## config.mk

```make
export PLATFORM = sky130hd
export DESIGN_NAME = spi_mem_bridge
export DESIGN_NICKNAME = d
export VERILOG_FILES = /design/src/rtl/spi_mem_pkg.sv /design/src/rtl/spi_sync_bank.sv /design/src/rtl/spi_byte_io.sv /design/src/rtl/spi_mem_ctrl.sv /design/src/rtl/spi_mem_bridge.sv
export SDC_FILE = /design/constraint.sdc
export NUM_CORES = 1
export LEC_CHECK = 0
export BUFFER_PORTS_ARGS = -buffer_cell sky130_fd_sc_hd__buf_2
export CORE_AREA = 2 2 197 160
export DETAILED_ROUTE_END_ITERATION = 7
export DIE_AREA = 0 0 199 162
export MAX_ROUTING_LAYER = met4
export PLACE_DENSITY = 0.77
export SLEW_MARGIN = 30
export SYNTH_ARGS = -nofsm -noshare
export SYNTH_HDL_FRONTEND = slang
export SYNTH_HIERARCHICAL = 1
export SYNTH_SLANG_ARGS = --single-unit
```

## constraint.sdc

```tcl
create_clock -name clk -period 3.5 [get_ports clk]
set_input_delay 0.175 -clock clk [delete_from_list [all_inputs] [get_ports clk]]
set_output_delay 0.175 -clock clk [all_outputs]
set_load 0.1 [all_outputs]
```

## src/rtl/spi_mem_pkg.sv

```systemverilog
package spi_mem_pkg;
  typedef enum logic [2:0] {
    CMD_RD16 = 3'd0,
    CMD_WR16 = 3'd1,
    CMD_RD32 = 3'd2,
    CMD_WR32 = 3'd3,
    CMD_RDBR = 3'd4,
    CMD_WRBR = 3'd5
  } cmd_e;

  typedef enum logic [2:0] {
    ST_CMD,
    ST_ADDR,
    ST_DUMMY,
    ST_DATA,
    ST_SKIP
  } phase_e;
endpackage

```

## src/rtl/spi_sync_bank.sv

```systemverilog
module spi_sync_bank #(
  parameter int W = 3,
  parameter int STAGES = 2,
  parameter logic [W-1:0] RST_VAL = '0
) (
  input  logic         clk,
  input  logic         rst,
  input  logic [W-1:0] d,
  output logic [W-1:0] q
);
  logic [W-1:0] chain [STAGES];

  for (genvar s = 0; s < STAGES; s++) begin : g_stage
    always_ff @(posedge clk) begin
      if (rst) chain[s] <= RST_VAL;
      else     chain[s] <= (s == 0) ? d : chain[(s == 0) ? 0 : s-1];
    end
  end

  assign q = chain[STAGES-1];
endmodule

```

## src/rtl/spi_byte_io.sv

```systemverilog
module spi_byte_io (
  input  logic       clk,
  input  logic       rst,
  input  logic       sclk_s,
  input  logic       cs_n_s,
  input  logic       mosi_s,
  input  logic [7:0] tx_byte,
  output logic [7:0] rx_byte,
  output logic       rx_valid,
  output logic       miso
);
  logic       sclk_q;
  logic [2:0] bit_cnt;
  logic [7:0] rx_sh;
  logic [7:0] tx_sh;
  logic       rise, fall;

  assign rise = sclk_s & ~sclk_q;
  assign fall = ~sclk_s & sclk_q;
  assign miso = tx_sh[7];

  always_ff @(posedge clk) begin
    if (rst) begin
      sclk_q   <= 1'b0;
      bit_cnt  <= '0;
      rx_sh    <= '0;
      tx_sh    <= '0;
      rx_byte  <= '0;
      rx_valid <= 1'b0;
    end else begin
      sclk_q   <= sclk_s;
      rx_valid <= 1'b0;
      if (cs_n_s) begin
        bit_cnt <= '0;
        tx_sh   <= '0;
      end else begin
        if (rise) begin
          rx_sh   <= {rx_sh[6:0], mosi_s};
          bit_cnt <= bit_cnt + 3'd1;
          if (bit_cnt == 3'd7) begin
            rx_byte  <= {rx_sh[6:0], mosi_s};
            rx_valid <= 1'b1;
          end
        end
        if (fall) begin
          if (bit_cnt == 3'd0) tx_sh <= tx_byte;
          else                 tx_sh <= {tx_sh[6:0], 1'b0};
        end
      end
    end
  end
endmodule

```

## src/rtl/spi_mem_ctrl.sv

```systemverilog
module spi_mem_ctrl
  import spi_mem_pkg::*;
#(
  parameter int ADDR_W = 32,
  parameter int LANES = 8,
  parameter int BURST_MAX_BYTES = 240
) (
  input  logic                          clk,
  input  logic                          rst,
  input  logic                          cs_n_s,
  input  logic                          rx_valid,
  input  logic [7:0]                    rx_byte,
  output logic [7:0]                    tx_byte,
  output logic                          mem_en,
  output logic [LANES-1:0]              mem_we,
  output logic [ADDR_W-$clog2(LANES)-1:0] mem_addr,
  output logic [8*LANES-1:0]            mem_wdata,
  input  logic [8*LANES-1:0]            mem_rdata
);
  localparam int LB   = $clog2(LANES);
  localparam int DW   = 8 * LANES;
  localparam int MAXW = BURST_MAX_BYTES / LANES;
  localparam int WCW  = $clog2(MAXW + 1);

  phase_e           state;
  logic [2:0]       cmd;
  logic [ADDR_W-1:0] addr;
  logic [LB-1:0]    k;
  logic [WCW-1:0]   words;
  logic [1:0]       dcnt;
  logic [DW-1:0]    wbuf, wbuf_n, rd_word;
  logic [LANES-1:0] wbe, wbe_n;
  logic [1:0]       rd_pend;

  logic [LB-1:0]     wlast, lane_sel, nlast;
  logic [ADDR_W-1:0] addr_full, addr_inc;
  logic              is_rd, is_burst, more_words;

  function automatic logic [LB-1:0] last_idx(input logic [2:0] c);
    case (c[2:1])
      2'd0:    return LB'(1);
      2'd1:    return LB'(3);
      default: return LB'(LANES - 1);
    endcase
  endfunction

  function automatic logic [7:0] pick(input logic [DW-1:0] w, input logic [LB-1:0] l);
    return w[{l, 3'b000} +: 8];
  endfunction

  always_comb begin
    wlast      = last_idx(cmd);
    is_rd      = ~cmd[0];
    is_burst   = cmd[2];
    lane_sel   = addr[LB-1:0] + wlast - k;
    addr_full  = {addr[ADDR_W-9:0], rx_byte};
    addr_inc   = addr + ADDR_W'(LANES);
    nlast      = last_idx(cmd);
    more_words = is_burst && (words < WCW'(MAXW - 1));
    wbuf_n     = wbuf;
    wbe_n      = wbe;
    wbuf_n[{lane_sel, 3'b000} +: 8] = rx_byte;
    wbe_n[lane_sel] = 1'b1;
  end

  always_ff @(posedge clk) begin
    if (rst) begin
      state     <= ST_CMD;
      cmd       <= '0;
      addr      <= '0;
      k         <= '0;
      words     <= '0;
      dcnt      <= '0;
      wbuf      <= '0;
      wbe       <= '0;
      rd_word   <= '0;
      rd_pend   <= '0;
      tx_byte   <= '0;
      mem_en    <= 1'b0;
      mem_we    <= '0;
      mem_addr  <= '0;
      mem_wdata <= '0;
    end else begin
      mem_en  <= 1'b0;
      mem_we  <= '0;
      rd_pend <= {rd_pend[0], 1'b0};
      if (rd_pend[1]) rd_word <= mem_rdata;
      if (cs_n_s) begin
        state   <= ST_CMD;
        k       <= '0;
        words   <= '0;
        dcnt    <= '0;
        wbe     <= '0;
        tx_byte <= '0;
      end else if (rx_valid) begin
        case (state)
          ST_CMD: begin
            cmd  <= rx_byte[2:0];
            dcnt <= '0;
            state <= (rx_byte > 8'd5) ? ST_SKIP : ST_ADDR;
          end
          ST_ADDR: begin
            addr <= addr_full;
            dcnt <= dcnt + 2'd1;
            if (dcnt == 2'd3) begin
              if ((addr_full[LB-1:0] & nlast) != '0) begin
                state <= ST_SKIP;
              end else if (is_rd) begin
                mem_en   <= 1'b1;
                mem_addr <= addr_full[ADDR_W-1:LB];
                rd_pend  <= {rd_pend[0], 1'b1};
                state    <= ST_DUMMY;
              end else begin
                state <= ST_DATA;
              end
            end
          end
          ST_DUMMY: begin
            dcnt <= dcnt + 2'd1;
            if (dcnt == 2'd3) begin
              tx_byte <= pick(rd_word, lane_sel);
              state   <= ST_DATA;
            end
          end
          ST_DATA: begin
            if (is_rd) begin
              if (k == wlast) begin
                if (more_words) begin
                  words   <= words + WCW'(1);
                  addr    <= addr_inc;
                  k       <= '0;
                  tx_byte <= pick(rd_word, LB'(LANES - 1));
                end else begin
                  state   <= ST_SKIP;
                  tx_byte <= '0;
                end
              end else begin
                k       <= k + LB'(1);
                tx_byte <= pick(rd_word, lane_sel - LB'(1));
                if (more_words && k == wlast - LB'(1)) begin
                  mem_en   <= 1'b1;
                  mem_addr <= addr_inc[ADDR_W-1:LB];
                  rd_pend  <= {rd_pend[0], 1'b1};
                end
              end
            end else begin
              wbuf <= wbuf_n;
              wbe  <= wbe_n;
              if (k == wlast) begin
                mem_en    <= 1'b1;
                mem_we    <= wbe_n;
                mem_addr  <= addr[ADDR_W-1:LB];
                mem_wdata <= wbuf_n;
                wbe       <= '0;
                k         <= '0;
                if (more_words) begin
                  words <= words + WCW'(1);
                  addr  <= addr_inc;
                end else begin
                  state <= ST_SKIP;
                end
              end else begin
                k <= k + LB'(1);
              end
            end
          end
          default: tx_byte <= '0;
        endcase
      end
    end
  end
endmodule

```

## src/rtl/spi_mem_bridge.sv

```systemverilog
module spi_mem_bridge #(
  parameter int ADDR_W = 32,
  parameter int LANES = 8,
  parameter int BURST_MAX_BYTES = 240,
  parameter int SYNC_STAGES = 2
) (
  input  logic                            clk,
  input  logic                            rst,
  input  logic                            spi_sclk,
  input  logic                            spi_cs_n,
  input  logic                            spi_mosi,
  output logic                            spi_miso,
  output logic                            mem_en,
  output logic [LANES-1:0]                mem_we,
  output logic [ADDR_W-$clog2(LANES)-1:0] mem_addr,
  output logic [8*LANES-1:0]              mem_wdata,
  input  logic [8*LANES-1:0]              mem_rdata
);
  logic [2:0] pins_s;
  logic       rx_valid;
  logic [7:0] rx_byte, tx_byte;

  spi_sync_bank #(.W(3), .STAGES(SYNC_STAGES), .RST_VAL(3'b010)) u_sync (
    .clk(clk), .rst(rst),
    .d({spi_sclk, spi_cs_n, spi_mosi}),
    .q(pins_s)
  );

  spi_byte_io u_io (
    .clk(clk), .rst(rst),
    .sclk_s(pins_s[2]), .cs_n_s(pins_s[1]), .mosi_s(pins_s[0]),
    .tx_byte(tx_byte), .rx_byte(rx_byte), .rx_valid(rx_valid),
    .miso(spi_miso)
  );

  spi_mem_ctrl #(.ADDR_W(ADDR_W), .LANES(LANES), .BURST_MAX_BYTES(BURST_MAX_BYTES)) u_ctrl (
    .clk(clk), .rst(rst), .cs_n_s(pins_s[1]),
    .rx_valid(rx_valid), .rx_byte(rx_byte), .tx_byte(tx_byte),
    .mem_en(mem_en), .mem_we(mem_we), .mem_addr(mem_addr),
    .mem_wdata(mem_wdata), .mem_rdata(mem_rdata)
  );
endmodule

```

# Word level (Yosys, flattened, before mapping)
# Memory sizes are Yosys's and may differ from the RTL's.
# Index checks and enable logic that the tools add are counted.
[totals]
n_memories = 1
ramBits = 6
register_bits = 324
inputBits = 69
output_inout_bits = 103
elab_cells = 161
[classes]
n_shift = 4
mux = 56
order_cmp = 4
n_addsub = 10
bitwise_logic = 15
n_eq_ne = 20
n_reduce_logical = 29
[mem_list]
columns = ["memory", "depth", "width", "read_ports", "rd_clocked_by_memory_dff", "write_ports", "line_no", "source"]
rows = [
  ["u_sync.chain", 2, 3, 2, 0, 2, "spi_sync_bank.sv:11", "logic [W-1:0] chain [STAGES];"],
]
[ops]
columns = ["op", "n"]
rows = [
  ["2-to-1 mux 29 bit", 7],
  ["variable part select 64 x 7 -> 8 bit", 2],
  ["bitwise mux 64 bit", 1],
  ["2-to-1 mux 32 bit", 2],
  ["one-hot mux 32 bit (2 select lines)", 1],
  ["variable shift 8 x 8 -> 64 bit, first input constant", 1],
  ["variable part select 8 x 8 -> 64 bit", 1],
  ["one-hot mux 29 bit (2 select lines)", 1],
  ["2-to-1 mux 8 bit", 6],
  ["2-to-1 mux 3 bit", 12],
  ["adder 32 x 4 -> 32 bit, second input constant", 1],
  ["one-hot mux 8 bit (3 select lines)", 1],
  ["2-to-1 mux 1 bit", 19],
  ["one-hot mux 3 bit (4 select lines)", 1],
  ["AND reduction 3 bit", 4],
  ["AND reduction 4 bit", 3],
  ["AND reduction 5 bit", 2],
  ["NOT 1 bit", 9],
  ["AND reduction 9 bit", 1],
  ["> comparator 8 x 3 -> 1 bit, second input constant", 1],
  ["inequality test 2 x 1 -> 1 bit, second input constant", 4],
  ["inequality test 2 bit, second input constant", 4],
  ["negator 6 -> 8 bit", 1],
  ["OR 8 bit", 1],
  ["other kinds (36)", 52],
]

# Longest topological paths before layout
# Gate-level depths: netlist (run 1).
[depth]
depth_word = 10
ltp_mapped = 18
ltp_nobuf = 13

# Hierarchy
# Netlist (run 1), hierarchy kept.
[by_module_without_submodules]
columns = ["mod", "area_each_um2", "cells_each", "seq_area_each_um2", "n_inst"]
rows = [
  ["spi_mem_ctrl", 14538.9, 1744, 5925.7, 1],
  ["spi_byte_io", 1184.9, 119, 560.5, 1],
  ["spi_sync_bank", 157.7, 12, 120.1, 1],
]

# Worst setup path after synthesis (run 1)
# Ideal clock, no wire load.
[synth_path]
path_type = "register to register"
start = "reg u_ctrl.cmd[2]"
end = "reg u_ctrl.wbuf[0]"
setup_ns = 0.128
synth_period_minus_slack_ns = 3.859
path_buffers = 7
required_time_ns = 3.372
arrival_ns = 3.732
path_stages_with_launch = 18
setup_slack_ns = -0.359
cell_sequence = "dfxtp_1 -> buf_2 -> or2_1 -> fa_1 -> xnor2_1 -> xor2_2 -> buf_6 -> inv_1 -> buf_6 -> buf_2 -> ha_1 -> clkbuf_1 -> nor4_4 -> buf_6 -> and2_4 -> buf_12 -> mux2i_1 -> nor2_1"
[synth_between]
elab_chain_len = 7
elab_cells_between_ends = 9
cone_classes = "3 x add/sub; 1 x eq/ne; 2 x shift; 2 x mux; 1 x reduce/logical"
[synth_rtl]
columns = ["element", "line_no", "source"]
rows = [
  ["from (decl)", "spi_mem_ctrl.sv:26", "logic [2:0] cmd;"],
  ["from (signal assigned)", "spi_mem_ctrl.sv:98", "cmd <= rx_byte[2:0];"],
  ["equality test 2 x 1 -> 1 bit / logical NOT 2 bit (equally long branches)", "spi_mem_ctrl.sv:40", "case (c[2:1])"],
  ["one-hot mux 3 bit (2 select lines) *", "spi_mem_ctrl.sv:40", ""],
  ["adder 3 bit *", "spi_mem_ctrl.sv:55", "lane_sel = addr[LB-1:0] + wlast - k;"],
  ["subtractor 3 bit *", "spi_mem_ctrl.sv:55", ""],
  ["negator 6 -> 8 bit *", "spi_mem_ctrl.sv:62", "wbuf_n[{lane_sel, 3'b000} +: 8] = rx_byte;"],
  ["variable part select 8 x 8 -> 64 bit / variable shift 8 x 8 -> 64 bit (equally long branches)", "spi_mem_ctrl.sv:62", ""],
  ["bitwise mux 64 bit *", "spi_mem_ctrl.sv:62", ""],
  ["to (signal assigned)", "spi_mem_ctrl.sv:147", "wbuf <= wbuf_n;"],
  ["to (decl)", "spi_mem_ctrl.sv:31", "logic [DW-1:0] wbuf, wbuf_n, rd_word;"],
]
# Mark *: on every way between the ends. The rest lies on a longest branch, timed or not.
# A chain may end at the register's enable or synchronous reset.

# Worst setup path in the final report (run 1)
[layout_path]
start = "reg u_ctrl.addr[1]"
end = "reg u_ctrl.tx_byte[4]"
[layout_between]
elab_chain_len = 7
elab_cells_between_ends = 9
cone_classes = "3 x add/sub; 2 x shift; 4 x mux"
[layout_rtl]
columns = ["element", "line_no", "source"]
rows = [
  ["from (decl)", "spi_mem_ctrl.sv:27", "logic [ADDR_W-1:0] addr;"],
  ["from (signal assigned)", "spi_mem_ctrl.sv:103", "addr <= addr_full;"],
  ["from (signal assigned)", "spi_mem_ctrl.sv:130", "addr <= addr_inc;"],
  ["from (signal assigned)", "spi_mem_ctrl.sv:158", "addr <= addr_inc;"],
  ["adder 3 bit *", "spi_mem_ctrl.sv:55", ""],
  ["subtractor 3 bit *", "spi_mem_ctrl.sv:55", ""],
  ["subtractor 3 x 1 -> 3 bit", "spi_mem_ctrl.sv:139", "tx_byte <= pick(rd_word, lane_sel - LB'(1));"],
  ["variable part select 64 x 7 -> 8 bit", "spi_mem_ctrl.sv:48", "return w[{l, 3'b000} +: 8];"],
  ["2-to-1 mux 8 bit", "spi_mem_ctrl.sv:127", "if (k == wlast) begin"],
  ["2-to-1 mux 8 bit", "spi_mem_ctrl.sv:126", "if (is_rd) begin"],
  ["one-hot mux 8 bit (3 select lines) *", "spi_mem_ctrl.sv:96", "case (state)"],
  ["to (signal assigned)", "spi_mem_ctrl.sv:121", "tx_byte <= pick(rd_word, lane_sel);"],
  ["to (signal assigned)", "spi_mem_ctrl.sv:132", "tx_byte <= pick(rd_word, LB'(LANES - 1));"],
  ["to (signal assigned)", "spi_mem_ctrl.sv:139", ""],
  ["to (decl)", "spi_mem_ctrl.sv:13", "output logic [7:0] tx_byte,"],
]
# Mark *: on every way between the ends. The rest lies on a longest branch, timed or not. The select of a mux whose other input is x is not followed.

==> results of run 1 <==
==> per-layer routing <==
metal  vias to the layer above  part of all wire  GRT usage
met5                         -                 0          -
met4                         0             0.030     0.0943
met3                       129             0.090     0.0521
met2                       730              0.45      0.443
met1                      6936              0.43      0.385
li1                       6921                 -          -
==> cell families after synthesis <==
| family | after synthesis | share of synthesized area |
|---|---|---|
| simple gates | 745 | 0.211 |
| compound gates | 391 | 0.158 |
| flops | 330 | 0.416 |
| mux | 180 | 0.128 |
| buf+inv | 178 | 0.0521 |
| xor+xnor | 35 | 0.0218 |
| fa+ha+maj | 16 | 0.0131 |
==> synth_stat cells, types with 5 or more instances <==
master	count
o41ai_1	8
xor2_1	9
o21ai_0	47
buf_2	40
or2_1	5
dfxtp_1	330
mux4_2	18
o31ai_1	9
a211oi_1	74
buf_6	7
mux2i_1	157
nor2_1	277
a2111oi_0	5
buf_4	6
clkbuf_1	91
a21oi_1	156
nor3_1	60
and2_1	19
or2_2	9
nand2b_1	10
o22ai_1	5
nor2b_1	12
and3_1	14
buf_1	17
or3_1	7
nand3_1	51
a211o_1	15
nor4_1	16
xnor2_1	23
ha_1	15
inv_1	11
nand2_1	231
o2111ai_1	7
nand4_1	9
mux2_2	5
a31oi_1	10
==> area by class of cell <==
cell class / instances / share of cell area
clock inverters: 9 / 0.00631
inverters: 14 / 0.00286
multi-input cells: 1367 / 0.451
flip-flops and latches: 330 / 0.351
repair buffers: 285 / 0.104
well taps: 413 / 0.0274
clock buffers: 53 / 0.0571
==> registers in the layout, summed over array words and instances (netlist names), 2 cells and up <==
register and cells:
u_io/rx_sh 7, u_io/rx_byte 8, u_ctrl/k 3, u_ctrl/rd_word 64
u_ctrl/words 5, u_sync/chain 6, u_ctrl/rd_pend 2, u_ctrl/dcnt 2
u_ctrl/addr 32, u_io/tx_sh 8, u_ctrl/tx_byte 8, u_io/bit_cnt 3
u_ctrl/wbuf 64, u_ctrl/mem_wdata 64, u_ctrl/mem_addr 29, u_ctrl/mem_we 8
u_ctrl/wbe 8, u_ctrl/cmd 3, u_ctrl/state 3
==> layout by cell type, fill, tap and decap left out, drive strengths merged, types with 9 or more instances in the layout <==
| master | instances |
|---|---|
| dlygate4sd3 | 67 |
| and2 | 20 |
| nor2b | 13 |
| o31ai | 9 |
| buf | 217 |
| nor4 | 19 |
| or2 | 14 |
| mux2i | 157 |
| ha | 15 |
| nand4 | 9 |
| nor2 | 278 |
| dfxtp | 330 |
| a31oi | 10 |
| xor2 | 10 |
| nor3 | 60 |
| nand2b | 10 |
| mux4 | 18 |
| a211oi | 75 |
| a21oi | 157 |
| nand3 | 51 |
| and3 | 14 |
| a211o | 15 |
| inv | 13 |
| o21ai | 49 |
| nand2 | 231 |
| clkbuf | 54 |
| xnor2 | 24 |
==> power by group through the flow <==
stage	clock, mW	combinational, mW	sequential, mW
3_3_place_gp	0	0.116	3.85
2_1_floorplan	0	0.0612	3.84
4_1_cts	3.88	0.175	3.76
5_1_grt	4.05	0.191	3.76
3_5_place_dp	0	0.117	3.85
6_report	3.82	0.178	3.76
==> per-stage QoR <==
step           setup slack, ns  power (mW)
3_3_place_gp             0.371        3.96
2_1_floorplan           0.0467        3.91
5_1_grt                 0.0149        8.00
6_report                 0.251        7.76
3_5_place_dp             0.303        3.96
4_1_cts                  0.272        7.81
==> path summary, 6_finish.rpt <==
| check | to | start | cells after the start | slack, ns |
|---|---|---|---|---|
| max | u_ctrl/tx_byte[4] | u_ctrl/addr[1] | 10 | 0.25 |
| min | u_io/rx_valid | rst | 2 | 0.15 |
| max reg2reg | u_ctrl/tx_byte[4] | u_ctrl/addr[1] | 10 | 0.25 |
| min reg2reg | u_sync/chain[1][1] | u_sync/chain[0][1] | 1 | 0.42 |
==> worst max-delay path, delay by kind of cell, from the launching register on <==
kind / cells / cell delay [ns]
compound gates: 1 / 0.34
mux: 2 / 0.67
buf+inv: 3 / 0.20
simple gates: 1 / 0.08
fa+ha+maj: 3 / 1.46
flops: 1 / 0.36
==> flow_summary.json, run 1 <==
{
  "netlist_instances": 1875,
  "skew_ns": 0.0207,
  "fp.coreArea_um2": 30200,
  "cts-root-buf": "clkbuf_16",
  "routabilityCongestion": 0.899,
  "crit_fanout": 11,
  "grt_pass1_wl_um": 73000,
  "synthToLayoutAreaGrowth_pct": 18.6,
  "insertion_delay_ns": 0.52,
  "synth_seq_cells": 330,
  "synth-edff-count": 0,
  "crit_required_ns": 3.90,
  "power_switching_mw": 1.64,
  "ios": 172,
  "synth_warnings": 6,
  "crit_chain": "inv_1 -> ha_1 -> inv_1 -> fa_2 -> clkinv_1 -> ha_1 -> mux4_2 -> mux2_2 -> a222oi_1 -> nand2_1",
  "p_int_mw": 6.12,
  "drtPass1Iterations": 6,
  "num_antenna_cells": 0,
  "ctsHoldBuffers": 67,
  "nets": 2118,
  "seq_area_frac_synth": 0.416,
  "filler_cell_count": 2513,
  "ys_types": 81,
  "hold_slack_ns": 0.151,
  "synthDominantCellAreaShare": 0.416,
  "syn_nets": 1960,
  "cts_buffers": 35,
  "min_period_over_period": 0.928,
  "fin_util": 0.624,
  "synth_area_leaders": "dfxtp_1 (42%), mux2i_1 (9.9%), nor2_1 (6.5%), nand2_1 (5.5%), a21oi_1 (4.9%)",
  "grt_pass1_vias": 13900,
  "comb_power_share": 0.023,
  "ant_nets": 0,
  "std_cell_rows": 57,
  "wl_um": 45700,
  "seqPwrFrac": 0.484,
  "grt_overflow_total": 0,
  "syn_avg_cell_area_um2": 8.47,
  "critPathKind": "register to register",
  "drive_gt1_frac": 0.161,
  "htreeDepth": 2,
  "power_leakage_nw": 6.83,
  "seqCellArea_um2": 6610,
  "powerDensity_nw_per_um2": 412,
  "grt_start_max_net_pins": 219,
  "die_x_um": 199,
  "place_inst": 2342,
  "critPathLaunchType": "register",
  "drc": 0,
  "grt_usage": 0.288,
  "initial_utilization": 0.526,
  "post-synth-top-area-cell": "dfxtp_1",
  "design_area_um2": 18800,
  "syn-cell-area_um2": 15900,
  "num_vias": 14700,
  "dpl-instance-area_um2": 17000,
  "synthArstFlopShare": 0,
  "drtIter0Drc": 1736,
  "hold_class": "input pin to register",
  "synth_ff_type": "dfxtp_1",
  "critPathCaptureType": "register",
  "cts_resized": 0,
  "finalSetupTns_ns": 0,
  "multi_input_area_um2": 8490,
  "p_clk_frac": 0.493,
  "clkSinkCount": 330,
  "finalMaxSlewViolations": 0,
  "p_sw_frac": 0.211,
  "clk_path_buf_depth": 3,
  "fp.dieH_um": 162,
  "ir_worst_vdd_mv": 0.264,
  "cts_tree": "yes",
  "clk_pin_slew_ns": 0.06,
  "cts_setup_buffers": 0,
  "min_period_ns": 3.25,
  "final_cell_count_no_fill": 2471,
  "cp_slowest_stage_delay_ns": 0.65,
  "crit_slowest_cell": "ha_1",
  "dieArea_um2": 32200,
  "arrival_ns": 3.65,
  "antenna_found_initial": 0,
  "tightest_slew_ns": 0.975,
  "portBuffers": 171,
  "status": "finished, final reports clean",
  "cap_violations": 0,
  "setup_viol": 0,
  "hpwl_um": 29500,
  "rsz0062_at_grt": "false",
  "via_per_inst": 5.96,
  "fmax_ghz": 0.308,
  "maxSlewHeadroom": 0.350,
  "avgRoutedWirePerCell_um": 18.5,
  "hold_viol": 0
}
(Power assumes the default switching activity.)
==> inputs of run 2 (changes only) <==
--- a/config.mk
+++ b/config.mk
@@ -5,12 +5,14 @@
 export SDC_FILE = /design/constraint.sdc
 export NUM_CORES = 1
 export LEC_CHECK = 0
+export ABC_AREA = 1
 export BUFFER_PORTS_ARGS = -buffer_cell sky130_fd_sc_hd__buf_2
-export CORE_AREA = 2 2 197 160
+export CORE_AREA = 2 2 199 162
 export DETAILED_ROUTE_END_ITERATION = 7
-export DIE_AREA = 0 0 199 162
+export DIE_AREA = 0 0 201 164
 export MAX_ROUTING_LAYER = met4
-export PLACE_DENSITY = 0.77
+export PLACE_DENSITY = 0.78
+export RECOVER_POWER = 25
 export SLEW_MARGIN = 30
 export SYNTH_ARGS = -nofsm -noshare
 export SYNTH_HDL_FRONTEND = slang
==> run 2 against run 1 <==
  * Register-to-register slack better by 0.08 ns
  * Synthesized cell count is 34% higher
  * Sequential power hardly changed
  * Utilization is 0.32 points lower
  * Global-route usage is 0.65 points higher
  * Worst hold slack worse by 0.10 ns
  * Via count is 15% higher
  * Maximum frequency is 2.4% higher
  * Cell area is 2.2% higher
  * Non-clock buffer count is 19 lower
  * First-iteration DRC count is 16% lower
  * Critical endpoint is now u_ctrl/mem_wdata[47]
==> flow_summary.json, run 2 <==
{
  "worstHoldPathCells": 3,
  "final_cell_mix": "nand2_1 (587), nor2_1 (377), dfxtp_1 (330), inv_1 (293), o21ai_0 (237)",
  "synth_area_leaders": "dfxtp_1 (40%), nand2_1 (13%), nor2_1 (8.6%), o21ai_0 (7.2%), inv_1 (6.7%)",
  "layout_commonest_cell": "nand2_1",
  "grt_pass1_wl_um": 78000,
  "dieArea_um2": 33000,
  "filler_cell_count": 2894,
  "syn_avg_cell_area_um2": 6.54,
  "critPathKind": "register to register",
  "synthArstFlopShare": 0,
  "synthDominantCellAreaShare": 0.402,
  "whs_endpoint": "u_ctrl/rd_word[26]",
  "skew_ns": 0.0236,
  "muxShareOfSynthArea": 0,
  "syn_nets": 2599,
  "ios": 172,
  "synth-compound-area-share": 0.160,
  "avgRoutedWirePerCell_um": 15.3,
  "synth_seq_cells": 330,
  "busiest_layer": "met2",
  "r2r_cells": 11,
  "status": "finished, final reports clean",
  "routabilityCongestion": 0.947,
  "cp_slowest_stage_delay_ns": 0.71,
  "num_antenna_cells": 0,
  "synth_warnings": 6,
  "cts-root-buf": "clkbuf_16",
  "reg2reg_from": "u_ctrl/state[0]",
  "finalMaxSlewViolations": 0,
  "die_x_um": 201,
  "worstHoldStart": "mem_rdata[26]",
  "std_cell_rows": 58,
  "grt_use_met3": 0.0383,
  "cap_violations": 0,
  "use_met1": 0.394,
  "setup_viol": 0,
  "synth-edff-count": 0,
  "hold_class": "input pin to register",
  "crit_fanout": 33,
  "clkSinkCount": 330,
  "fmax_ghz": 0.315,
  "insertion_delay_ns": 0.53,
  "post-synth-top-area-cell": "dfxtp_1",
  "hold_slack_ns": 0.0477,
  "crit_slowest_cell": "clkinv_1",
  "rsz0062_at_grt": "false",
  "synth_commonest_cells": "nand2_1 (588), nor2_1 (376), dfxtp_1 (330)",
  "drc": 0,
  "tightest_slew_ns": 1.22,
  "antenna_found_initial": 0,
  "ant_nets": 0,
  "min_period_over_period": 0.907,
  "cts_buffers": 35,
  "ys_types": 48,
  "htreeDepth": 2,
  "seq_area_frac_synth": 0.402,
  "nets": 2773,
  "grt_overflow_total": 0,
  "drtIter0Drc": 1454,
  "power_leakage_nw": 8.96,
  "crit_chain": "inv_2 -> nor2_2 -> nand2_1 -> nor2_4 -> inv_2 -> nor2_4 -> inv_2 -> nor2_4 -> clkinv_1 -> o21ai_0 -> inv_1",
  "r2r-end": "u_ctrl/mem_wdata[47]",
  "fin_util": 0.621,
  "reg_top3": "u_ctrl/mem_wdata (64), u_ctrl/rd_word (64), u_ctrl/wbuf (64)",
  "clk_pin_slew_ns": 0.06,
  "clk_path_buf_depth": 3,
  "fp.coreArea_um2": 31000,
  "portBuffers": 171,
  "fp.dieH_um": 164,
  "hold_viol": 0,
  "initial_utilization": 0.530,
  "min_period_ns": 3.17,
  "syn-cell-area_um2": 16400,
  "critPathCaptureType": "register",
  "synth_simple_gate_area_frac": 0.306,
  "use_met2": 0.469,
  "finalSetupTns_ns": 0,
  "wl_um": 48100,
  "cts_tree": "yes",
  "crit_required_ns": 3.91,
  "ir_worst_vdd_mv": 0.376,
  "grt_usage": 0.295,
  "critPathLaunchType": "register",
  "yosysMostFrequentCell": "nand2_1",
  "synth_fa_ha_area_frac": 0.0126,
  "netlist_instances": 2514,
  "synth_xor_area_frac": 0.0133,
  "drive_gt1_frac": 0.0892,
  "arrival_ns": 3.58,
  "synthToLayoutAreaGrowth_pct": 17.1,
  "multi_input_area_um2": 8070,
  "cts_setup_buffers": 0,
  "powerDensity_nw_per_um2": 402,
  "synth_top_family_by_area": "simple AND/OR/NAND/NOR gates",
  "hpwl_um": 32200,
  "seqCellArea_um2": 6610,
  "num_vias": 16900,
  "grt_pass1_vias": 15700,
  "synth_ff_type": "dfxtp_1",
  "via_per_inst": 5.38,
  "reg2reg_slack_ns": 0.33,
  "maxSlewHeadroom": 0.193,
  "drtPass1Iterations": 5,
  "grt_start_max_net_pins": 102
}
[run 2: cell count changes in the layout (fill, tap and decap cells not counted), sizes merged, moves of 84 or more]
cell,before,now
mux2i,157,0
buf,217,133
o21ai,49,288
nor2,278,389
nand2,231,597
inv,13,307
nand3,51,165
[run 2: cell type report]
| type | count | area share |
|---|---|---|
| Timing Repair Buffer | 266 | 0.0880 |
| Multi-Input combinational cell | 1742 | 0.419 |
| Clock inverter | 12 | 0.00585 |
| Clock buffer | 50 | 0.0548 |
| Tap cell | 420 | 0.0273 |
| Inverter | 313 | 0.0613 |
| Sequential cell | 330 | 0.343 |
[run 2: cell families after synthesis]
| kind of cell | after synthesis |
|---|---|
| flops | 330 |
| compound gates | 492 |
| simple gates | 1209 |
| fa+ha+maj | 16 |
| xor+xnor | 25 |
| buf+inv | 442 |
[run 2: timing repair]
| item | in CTS | in global routing |
|---|---|---|
| endpoints found under the hold margin | 73 | 0 |
| hold buffers | 68 | 0 |
| resized for setup | 0 | 0 |
[run 2: routing by layer]
layer	share of wire	vias up
li1	-	8347
met1	0.46	7832
met2	0.45	594
met3	0.067	91
met4	0.022	0
met5	0	-
[run 2: worst max-delay path by stage]
stage | to | slack (ns) | from | depth (start not counted)
final | u_ctrl/mem_wdata[47] | 0.33 | u_ctrl/state[0] | 11
after global routing | u_ctrl/mem_wdata[49] | 0.07 | u_ctrl/state[0] | 11
after CTS | u_ctrl/wbuf[52] | 0.39 | u_ctrl/addr[1] | 17
after detailed placement | u_ctrl/wbuf[52] | 0.40 | u_ctrl/addr[1] | 17
after global placement | u_ctrl/mem_wdata[51] | 0.51 | u_ctrl/addr[1] | 18
after floorplan | u_ctrl/wbuf[32] | 0.16 | u_ctrl/addr[1] | 15
[run 2: power by group]
part | switching (mW) | internal, mW
sequential | 0.00268 | 3.76
combinational | 0.0950 | 0.0900
clock | 1.54 | 2.24
total | 1.64 | 6.09
[run 2: per-stage QoR]
step	power (mW)	cells	setup slack [ns]	instance area, um2
after global routing	7.95	3133	0.0668	19200
final	7.73	3133	0.327	19200
after detailed placement	3.97	3002	0.403	17500
after floorplan	3.91	2514	0.159	16400
after global placement	3.97	3002	0.508	17500
after CTS	7.78	3132	0.391	19300
[run 2: worst max-delay path: cells and delay by family (launching register included)]
kind	cells	cell delay, ns
simple gates	5	0.98
flops	1	0.39
compound gates	1	0.42
buf+inv	5	1.23
